<file path="config.mk">
export PLATFORM = sky130hd
export DESIGN_NAME = fp_unpacker
export DESIGN_NICKNAME = d
export VERILOG_FILES = /design/src/rtl/fp_unpack_pkg.sv /design/src/rtl/fp_hdr_decode.sv /design/src/rtl/fp_slot_select.sv /design/src/rtl/fp_unpacker.sv
export SDC_FILE = /design/constraint.sdc
export NUM_CORES = 1
export LEC_CHECK = 0
export BUFFER_PORTS_ARGS = -buffer_cell sky130_fd_sc_hd__buf_2
export CORE_AREA = 2 2 152 154
export DETAILED_ROUTE_END_ITERATION = 8
export DIE_AREA = 0 0 154 156
export PLACE_DENSITY = 0.78
export REMOVE_ABC_BUFFERS = 1
export SLEW_MARGIN = 20
export SYNTH_ARGS = -nofsm -noshare
export SYNTH_HDL_FRONTEND = slang
export SYNTH_SLANG_ARGS = --single-unit
export TNS_END_PERCENT = 5
</file>
<file path="constraint.sdc">
create_clock -name clk -period 7.4 [get_ports clk]
set_input_delay 0.37 -clock clk [delete_from_list [all_inputs] [get_ports clk]]
set_output_delay 0.37 -clock clk [all_outputs]
set_load 0.01 [all_outputs]
</file>
<file path="src/rtl/fp_unpack_pkg.sv">
package fp_unpack_pkg;

  localparam int unsigned FP_WORDS   = 8;
  localparam int unsigned FP_WORD_W  = 32;
  localparam int unsigned FP_HALF_W  = FP_WORD_W / 2;
  localparam int unsigned FP_PKT_W   = FP_WORDS * FP_WORD_W;
  localparam int unsigned FP_CMP_N   = FP_WORDS - 1;
  localparam int unsigned FP_PBIT_N  = 2 * FP_CMP_N;
  localparam int unsigned FP_SLOTS   = 2 * FP_WORDS;
  localparam int unsigned FP_PTR_W   = $clog2(FP_SLOTS) + 1;
  localparam int unsigned FP_OFF_W   = $clog2(FP_WORDS * 4);
  localparam int unsigned FP_DSZ_W   = 3;

  localparam logic [3:0] FP_HDR_TAG  = 4'hE;

  localparam int unsigned FP_POS_CMP  = 21;
  localparam int unsigned FP_POS_PROT = 20;
  localparam int unsigned FP_POS_RS   = 19;
  localparam int unsigned FP_POS_DSZ  = 16;
  localparam int unsigned FP_POS_BR   = 15;
  localparam int unsigned FP_POS_SAT  = 14;

  typedef struct packed {
    logic                   based;
    logic [FP_CMP_N-1:0]    compact;
    logic                   prot;
    logic                   regset;
    logic [FP_DSZ_W-1:0]    dsize;
    logic                   branch;
    logic                   sat;
    logic [FP_PBIT_N-1:0]   pbits;
  } fp_hdr_t;

  typedef enum logic [0:0] {
    ST_IDLE = 1'b0,
    ST_EMIT = 1'b1
  } fp_state_e;

endpackage

</file>
<file path="src/rtl/fp_hdr_decode.sv">
module fp_hdr_decode
  import fp_unpack_pkg::*;
(
  input  logic [FP_WORD_W-1:0] tail_word,
  output fp_hdr_t              hdr
);

  logic is_hdr;

  assign is_hdr = (tail_word[FP_WORD_W-1 -: 4] == FP_HDR_TAG);

  always_comb begin
    hdr         = '0;
    hdr.based   = is_hdr;
    if (is_hdr) begin
      hdr.compact = tail_word[FP_POS_CMP +: FP_CMP_N];
      hdr.prot    = tail_word[FP_POS_PROT];
      hdr.regset  = tail_word[FP_POS_RS];
      hdr.dsize   = tail_word[FP_POS_DSZ +: FP_DSZ_W];
      hdr.branch  = tail_word[FP_POS_BR];
      hdr.sat     = tail_word[FP_POS_SAT];
      hdr.pbits   = tail_word[0 +: FP_PBIT_N];
    end
  end

endmodule

</file>
<file path="src/rtl/fp_slot_select.sv">
module fp_slot_select
  import fp_unpack_pkg::*;
(
  input  logic [FP_PKT_W-1:0]  pkt,
  input  fp_hdr_t              hdr,
  input  logic [FP_PTR_W-1:0]  hptr,
  output logic [FP_WORD_W-1:0] insn,
  output logic                 wide,
  output logic                 par,
  output logic [FP_PTR_W-1:0]  next_ptr,
  output logic                 last
);

  localparam int unsigned WIDX_W = $clog2(FP_WORDS);
  localparam int unsigned HIDX_W = $clog2(FP_SLOTS);

  logic [FP_WORD_W-1:0] words [FP_WORDS];
  logic [FP_WORDS-1:0]  cmp_vec;
  logic [FP_SLOTS-1:0]  pbit_vec;
  logic [WIDX_W-1:0]    widx;
  logic [HIDX_W-1:0]    hidx;
  logic [FP_WORD_W-1:0] cur_word;
  logic                 is_cmp;
  logic [FP_PTR_W-1:0]  limit;

  genvar g;
  generate
    for (g = 0; g < FP_WORDS; g++) begin : g_word
      assign words[g] = pkt[g*FP_WORD_W +: FP_WORD_W];
    end
  endgenerate

  assign cmp_vec  = {1'b0, hdr.compact};
  assign pbit_vec = {2'b00, hdr.pbits};
  assign hidx     = hptr[HIDX_W-1:0];
  assign widx     = hidx[HIDX_W-1:1];
  assign cur_word = words[widx];
  assign is_cmp   = hdr.based & cmp_vec[widx];

  always_comb begin
    if (is_cmp) begin
      insn = {{FP_HALF_W{1'b0}},
              (hidx[0] ? cur_word[FP_WORD_W-1:FP_HALF_W] : cur_word[FP_HALF_W-1:0])};
      par  = pbit_vec[hidx];
    end else begin
      insn = cur_word;
      par  = cur_word[0];
    end
  end

  assign wide     = ~is_cmp;
  assign next_ptr = hptr + (is_cmp ? FP_PTR_W'(1) : FP_PTR_W'(2));
  assign limit    = hdr.based ? FP_PTR_W'(FP_PBIT_N) : FP_PTR_W'(FP_SLOTS);
  assign last     = (next_ptr >= limit);

endmodule

</file>
<file path="src/rtl/fp_unpacker.sv">
module fp_unpacker
  import fp_unpack_pkg::*;
(
  input  logic                 clk,
  input  logic                 rst_n,
  input  logic                 in_valid,
  output logic                 in_ready,
  input  logic [FP_PKT_W-1:0]  in_pkt,
  output logic                 out_valid,
  input  logic                 out_ready,
  output logic [FP_WORD_W-1:0] out_insn,
  output logic                 out_wide,
  output logic [FP_OFF_W-1:0]  out_offset,
  output logic                 out_eop,
  output logic                 out_chain,
  output logic                 hdr_based,
  output logic                 hdr_prot,
  output logic                 hdr_regset,
  output logic [FP_DSZ_W-1:0]  hdr_dsize,
  output logic                 hdr_branch,
  output logic                 hdr_sat
);

  fp_state_e           state_q, state_d;
  logic [FP_PKT_W-1:0] pkt_q;
  fp_hdr_t             hdr_q, hdr_in;
  logic [FP_PTR_W-1:0] hptr_q, hptr_d;
  logic                chain_q, chain_d;

  logic                pkt_load;
  logic                slot_adv;
  logic                slot_par;
  logic                slot_last;
  logic [FP_PTR_W-1:0] slot_next;

  fp_hdr_decode u_hdr (
    .tail_word (in_pkt[FP_PKT_W-1 -: FP_WORD_W]),
    .hdr       (hdr_in)
  );

  fp_slot_select u_sel (
    .pkt      (pkt_q),
    .hdr      (hdr_q),
    .hptr     (hptr_q),
    .insn     (out_insn),
    .wide     (out_wide),
    .par      (slot_par),
    .next_ptr (slot_next),
    .last     (slot_last)
  );

  assign in_ready  = (state_q == ST_IDLE);
  assign out_valid = (state_q == ST_EMIT);
  assign pkt_load  = in_valid & in_ready;
  assign slot_adv  = out_valid & out_ready;

  always_comb begin
    state_d = state_q;
    hptr_d  = hptr_q;
    chain_d = chain_q;
    if (pkt_load) begin
      state_d = ST_EMIT;
      hptr_d  = '0;
    end else if (slot_adv) begin
      chain_d = slot_par;
      hptr_d  = slot_next;
      if (slot_last) begin
        state_d = ST_IDLE;
      end
    end
  end

  always_ff @(posedge clk or negedge rst_n) begin
    if (!rst_n) begin
      state_q <= ST_IDLE;
      hptr_q  <= '0;
      chain_q <= 1'b0;
      hdr_q   <= '0;
    end else begin
      state_q <= state_d;
      hptr_q  <= hptr_d;
      chain_q <= chain_d;
      if (pkt_load) begin
        hdr_q <= hdr_in;
      end
    end
  end

  always_ff @(posedge clk) begin
    if (pkt_load) begin
      pkt_q <= in_pkt;
    end
  end

  assign out_offset = {hptr_q[FP_OFF_W-2:0], 1'b0};
  assign out_eop    = ~slot_par;
  assign out_chain  = chain_q;

  assign hdr_based  = hdr_q.based;
  assign hdr_prot   = hdr_q.prot;
  assign hdr_regset = hdr_q.regset;
  assign hdr_dsize  = hdr_q.dsize;
  assign hdr_branch = hdr_q.branch;
  assign hdr_sat    = hdr_q.sat;

  AST_HS_EXCLUSIVE: assert property (@(posedge clk) disable iff (!rst_n)
    !(in_ready && out_valid));

  AST_HOLD_STALLED: assert property (@(posedge clk) disable iff (!rst_n)
    (out_valid && !out_ready) |=> (out_valid && $stable(out_insn) && $stable(out_offset)));

  AST_OFFSET_ASCENDS: assert property (@(posedge clk) disable iff (!rst_n)
    (out_valid && out_ready && !slot_last) |=> (out_valid && (out_offset > $past(out_offset))));

  AST_LAST_FREES_INPUT: assert property (@(posedge clk) disable iff (!rst_n)
    (out_valid && out_ready && slot_last) |=> in_ready);

  AST_NARROW_ZERO_TOP: assert property (@(posedge clk) disable iff (!rst_n)
    (out_valid && !out_wide) |-> (out_insn[FP_WORD_W-1:FP_HALF_W] == '0));

  AST_WIDE_ALIGNED: assert property (@(posedge clk) disable iff (!rst_n)
    (out_valid && out_wide) |-> (out_offset[1:0] == 2'b00));

  AST_HEADER_HIDDEN: assert property (@(posedge clk) disable iff (!rst_n)
    (out_valid && hdr_based) |-> (out_offset < FP_OFF_W'(28)));

  AST_CHAIN_FOLLOWS: assert property (@(posedge clk) disable iff (!rst_n)
    (out_valid && out_ready) |=> (out_chain == !$past(out_eop)));

endmodule

</file>
Yosys cells after proc, flatten, opt, wreduce, memory -nomap -nowiden
Cells that the tools add are included.

storage, ports and cells
  bits in registers = 292
  bits of input ports = 260
  output and inout port bits = 50
  logic and storage cells = 48

operators by class
  $add $sub $neg = 1
  order comparisons = 4
  eq/ne operators = 1
  mux-type cells = 18
  bitwise logic cells = 8
  reduce and logical (&&, ||, !) cells = 4

operator list
  operator                                                    number
  binary-select mux 32 bit (select 3 bit)                     1
  two-way mux 32 bit                                          3
  two-way mux 28 bit                                          1
  two-way mux 16 bit                                          1
  two-way mux 5 bit                                           3
  two-way mux 1 bit                                           6
  adder 5 bit                                                 1
  >= comparator 5 bit                                         1
  less-than comparator 4 x 5 -> 1 bit, second input constant  1
  binary-select mux 1 bit (select 4 bit)                      1
  equality test 4 bit, second input constant                  1
  >= comparator 4 bit, second input constant                  1
  less-than comparator 3 x 4 -> 1 bit, second input constant  1
  inverter 1 bit                                              4
  inverter 3 -> 4 bit                                         1
  AND reduction 2 bit                                         2
  nonzero test 2 bit                                          2
  AND 1 bit                                                   3
  binary-select mux 1 bit (select 3 bit)                      1
  two-way mux 2 bit                                           1

Logic depth before layout (Yosys ltp)
  depth after elaboration = 9
  depth in mapped cells = 15
  gate-level depth less buffers = 12

Cells and area by module
Synthesis repeated with hierarchy kept, for this count alone.

unflattened totals
  cell total of the unflattened synthesis = 579
  area, all modules = 11,965.2 um^2

by module, submodules not included
  module          instances  cells each  area an instance (um^2)  sequential area each (um^2)
  fp_unpacker     1          351         9,266.4                  8,588.2
  fp_slot_select  1          195         2,482.4                  0.0
  fp_hdr_decode   1          33          216.5                    0.0

Least setup slack after synthesis
Ideal clock, no wire load.

  path kind = register to register
  start = register state_q, in the netlist out_valid
  end = register hptr_q[0]
  setup time = 0.127 ns
  arrival time = 6.605 ns
  required time = 7.273 ns
  setup slack = 0.668 ns
  cell stages (with the launch flop) = 6
  buffers on the path = 0
  clock period less this slack = 6.732 ns
  cell sequence = dfrtp_1 > inv_1 > nand2_1 > inv_1 > nor2_1 > a22o_1

on the way
  cells in the longest elaborated chain, start to end = 3
  elaborated cells on any way between the ends = 5
  those cells by class = mux: 1; bitwise: 3; reduce/logical: 1

ends and longest elaborated chain
  item                                                     line               RTL
  from (decl)                                              fp_unpacker.sv:24  fp_state_e state_q, state_d;
  from (signal assigned)                                   fp_unpacker.sv:80  state_q <= state_d;
  inverter 1 bit (*)                                       fp_unpacker.sv:52  assign in_ready = (state_q == ST_IDLE);
  named net in_ready                                       fp_unpacker.sv:7   output logic in_ready,
  AND 1 bit (*)                                            fp_unpacker.sv:54  assign pkt_load = in_valid & in_ready;
  named net pkt_load                                       fp_unpacker.sv:30  logic pkt_load;
  two-way mux 5 bit or nonzero test 2 bit (tied branches)  --
  to (signal assigned)                                     fp_unpacker.sv:81  hptr_q <= hptr_d;
  to (decl)                                                fp_unpacker.sv:27  logic [FP_PTR_W-1:0] hptr_q, hptr_d;

Mark *: on every way through the listed nets, which the timed path passes. The rest lies on a longest branch.
A chain may end at the register's enable or synchronous reset.

Worst setup path after layout
  start = register hptr_q[1]
  end = output out_insn[0]

on the way
  cells in the longest elaborated chain, start to end = 6
  elaborated cells on any way between the ends = 9
  those cells by class = mux: 7; bitwise: 2

ends and longest elaborated chain
  item                                                    line                  RTL
  inverter 3 -> 4 bit (not written as such)               fp_slot_select.sv:37  assign cur_word = words[widx];
  binary-select mux 32 bit (select 3 bit)                 fp_slot_select.sv:37
  two-way mux 32 bit (not written as such) (2 in series)  fp_slot_select.sv:37
  two-way mux 16 bit                                      fp_slot_select.sv:43  (hidx[0] ? cur_word[FP_WORD_W-1:FP_HALF_W] : cur_word[FP_HALF_W-1:0])};
  two-way mux 32 bit (*)                                  fp_slot_select.sv:41  if (is_cmp) begin
  to (decl)                                               fp_unpacker.sv:11     output logic [FP_WORD_W-1:0] out_insn,

Mark *: on every way between the ends. The rest lies on a longest branch, timed or not. The select of a mux whose other input is x is not followed.

==> results.py <==
metrics = {
    "sta": {
        "min_period_over_period": 0.525,
        "hold_violations": 0,
        "drv_slew": 0,
        "clock_skew_ns": 0.0150,
        "setup_viol": 0,
        "rsz0062_at_grt": "no",
        "slew_headroom": 0.307,
        "fin_crit_ns": 3.88,
        "fin_tns_setup_ns": 0,
        "max_freq_mhz": 257,
        "worst_hold_slack_ns": 0.0127,
        "tightest_slew_ns": 1.04,
    },
    "setup_path": {
        "end_kind": "primary output",
        "r2r_end": "out_valid",
        "critPathRequiredTime_ns": 7.03,
        "setup.worst_path.start_class": "flip-flop",
        "crit_end": "out_insn[0]",
        "worstPathArrival_ns": 3.51,
        "r2r_cells": 12,
        "crit_start": "hptr_q[1]",
        "r2r-start": "hptr_q[2]",
        "worstPathMaxFanout": 24,
        "crit_type": "reg2out",
        "r2r_slack_ns": 3.79,
    },
    "placed_design": {
        "routabilityCongestion": 0.763,
        "dpl.hpwl_mm": 16.3,
        "port_buffers": 308,
    },
    "logic_synthesis": {
        "synth_top_family_by_area": "multiplexers",
        "syn_inst": 544,
        "yosys-top-cells-count": "edfxtp_1 (256), mux4_2 (68), mux2i_1 (50), dfrtp_1 (36), a22o_1 (31)",
        "yosysMostFrequentCell": "edfxtp_1",
        "synthTopCellsByArea": "edfxtp_1 (67%), mux4_2 (13%), dfrtp_1 (7.8%)",
        "async_flop_share": 0.123,
        "synth_compound_area_frac": 0.0322,
        "synth-xor-area-share": 0.00228,
        "synth_edf_count": 256,
        "synthSimpleGateAreaFrac": 0.0116,
        "synth_largest_area_cell": "edfxtp_1",
        "synth.distinct_cells": 35,
        "synthAdderAreaFrac": 0.00826,
        "yosysWarnings": 0,
        "synth.area.mux_share": 0.179,
        "synth_area_um2": 11500,
        "synth_seq_area_share": 0.746,
        "synth_top_area_frac": 0.668,
        "avgSynthCellArea_um2": 21.2,
        "ys_ff_latch": 292,
        "synthFlopType": "edfxtp_1",
    },
    "power_and_ir_drop": {
        "intPower_w": 0.00359,
        "swShare": 0.289,
        "p_per_area_nw_per_um2": 308,
        "power_frac_seq": 0.419,
        "ir_drop_mv": 0.263,
        "power_switching_w": 0.00146,
        "p_total_w": 0.00505,
        "pwr-share-clk": 0.288,
        "comb_power_share": 0.293,
        "p_leak_nw": 6.50,
    },
    "global_route": {
        "grt_pass1_wl_mm": 46.0,
        "grt-ovfl-total": 0,
        "grt_max_degree": 102,
        "track_usage": 0.255,
        "grt_pass1_vias": 8384,
        "grt_antenna_before_repair": 1,
    },
    "outcome": {
        "status": "finished, final reports clean",
    },
    "routing": {
        "finalWirelength_mm": 30.6,
        "drc": 0,
        "wire_per_inst_um": 22.2,
        "firstDrtPassIters": 5,
        "num_vias": 7431,
        "avgViaCountPerCell": 5.38,
        "ant_nets": 0,
        "dr.first_iter.drc_count": 525,
    },
    "run": {
        "max-cap-violations": 0,
    },
    "die": {
        "fp.dieH_um": 156,
        "core_um2": 22400,
        "start_util": 0.515,
        "die-area_um2": 24000,
        "rows": 55,
        "fp.dieW_um": 154,
        "ios": 310,
    },
    "cells_and_area": {
        "drive_above_1_share": 0.398,
        "postLayoutCoreUtil": 0.734,
        "area_delta_synth_final_pct": 42.5,
        "final_nets": 1336,
        "nFillCells": 1297,
    },
    "worst_hold_path": {
        "holdCritPathClass": "in2reg",
    },
    "clock_network": {
        "numCtsBuffers": 30,
        "hold_buffers": 217,
        "cts_sinks": 292,
        "cts_resized": 0,
        "clk_latency_ns": 0.55,
        "postCtsSetupRepairBufs": 0,
        "h-tree-depth": 1,
        "cts_root_buf": "clkbuf_16",
        "tritoncts": "done",
        "path_clk_slew_ns": 0.06,
        "clockBufferDepth": 3,
    },
}
## flip-flops by register name (all words and copies together), names as in the netlist
signal	cells
hdr_based	1
hdr_branch	1
hdr_dsize	3
hdr_prot	1
hdr_q	21
hdr_regset	1
hdr_sat	1
hptr_q	5
out_chain	1
out_valid	1
pkt_q	256
## stage by stage
step,std cells,area [µm²],setup WS [ns]
floorplan,506,11300,0.228
global placement,1105,13300,3.95
detailed placement,1105,13300,3.84
CTS,1378,16400,3.49
global route,1379,16400,3.37
finish,1380,16400,3.52
## power by group through the flow
stage          logic, W  clock network [W]  registers, W
2_1_floorplan  0.000860                  0       0.00225
3_3_place_gp    0.00134                  0       0.00214
3_5_place_dp    0.00136                  0       0.00215
4_1_cts         0.00146            0.00148       0.00212
5_1_grt         0.00159            0.00154       0.00214
6_report        0.00148            0.00146       0.00212
## worst max-delay path, stage by stage, from the launching register on
cell	delay, ns
dfrtp_4	0.71
mux4_2	0.57
o211a_1	0.24
buf_4	0.28
nand2_2	0.65
mux2i_1	0.32
buf_2	0.18
## cell families (layout without fill, tap and decap cells)
kind of cell / count (synthesis) / after routing
DFF: 292 / 292
muxes: 120 / 120
AOI/OAI and AO/OA: 45 / 45
buffers and inverters: 45 / 594
and+or+nand+nor: 31 / 31
adders and majority gates: 7 / 7
xor gates and xnor gates: 3 / 3
other: 1 / 3
## metal layers
layer,vias up,track usage,part of all wire
met5,-,0,0
met4,0,0.0774,0.024
met3,57,0.0550,0.073
li1,3294,-,-
met1,3731,0.303,0.37
met2,349,0.467,0.53
## cells in the final DEF (no fill, tap or decap), types with 5 or more instances in the layout
cell | synthesis | final
clkbuf_16 | 0 | 31
mux4_2 | 68 | 68
clkbuf_8 | 0 | 5
edfxtp_1 | 256 | 256
mux2i_1 | 50 | 50
clkinv_2 | 0 | 6
a22o_1 | 31 | 31
inv_1 | 7 | 6
nor2_1 | 20 | 19
dlygate4sd3_1 | 0 | 217
ha_1 | 6 | 6
clkbuf_1 | 13 | 12
buf_4 | 8 | 5
buf_2 | 12 | 308
dfrtp_1 | 36 | 33
## worst min path at each step
stage | start | to | slack (ns) | cells after the start
after floorplan | rst_n | hdr_based | 0.07 | 0
after global placement | hdr_q[10] | hdr_q[10] | 0.49 | 1
after detailed placement | hdr_q[6] | hdr_q[6] | 0.48 | 1
after CTS | in_pkt[254] | pkt_q[254] | 0.0000009 | 1
after global routing | in_pkt[21] | pkt_q[21] | 0.004 | 1
final | in_pkt[21] | pkt_q[21] | 0.01 | 1
## final cells by class
cell class,count,area [µm²],area share
inverter,7,33.8,0.00206
multi-input combinational,207,2700,0.164
antenna,2,5.00,0.000305
tap,285,357,0.0217
clock buffer,48,890,0.0542
sequential,292,8600,0.524
clock inverter,8,63.8,0.00389
timing repair buffer,531,3760,0.229
Note: power is estimated with default switching activity, not from simulation.
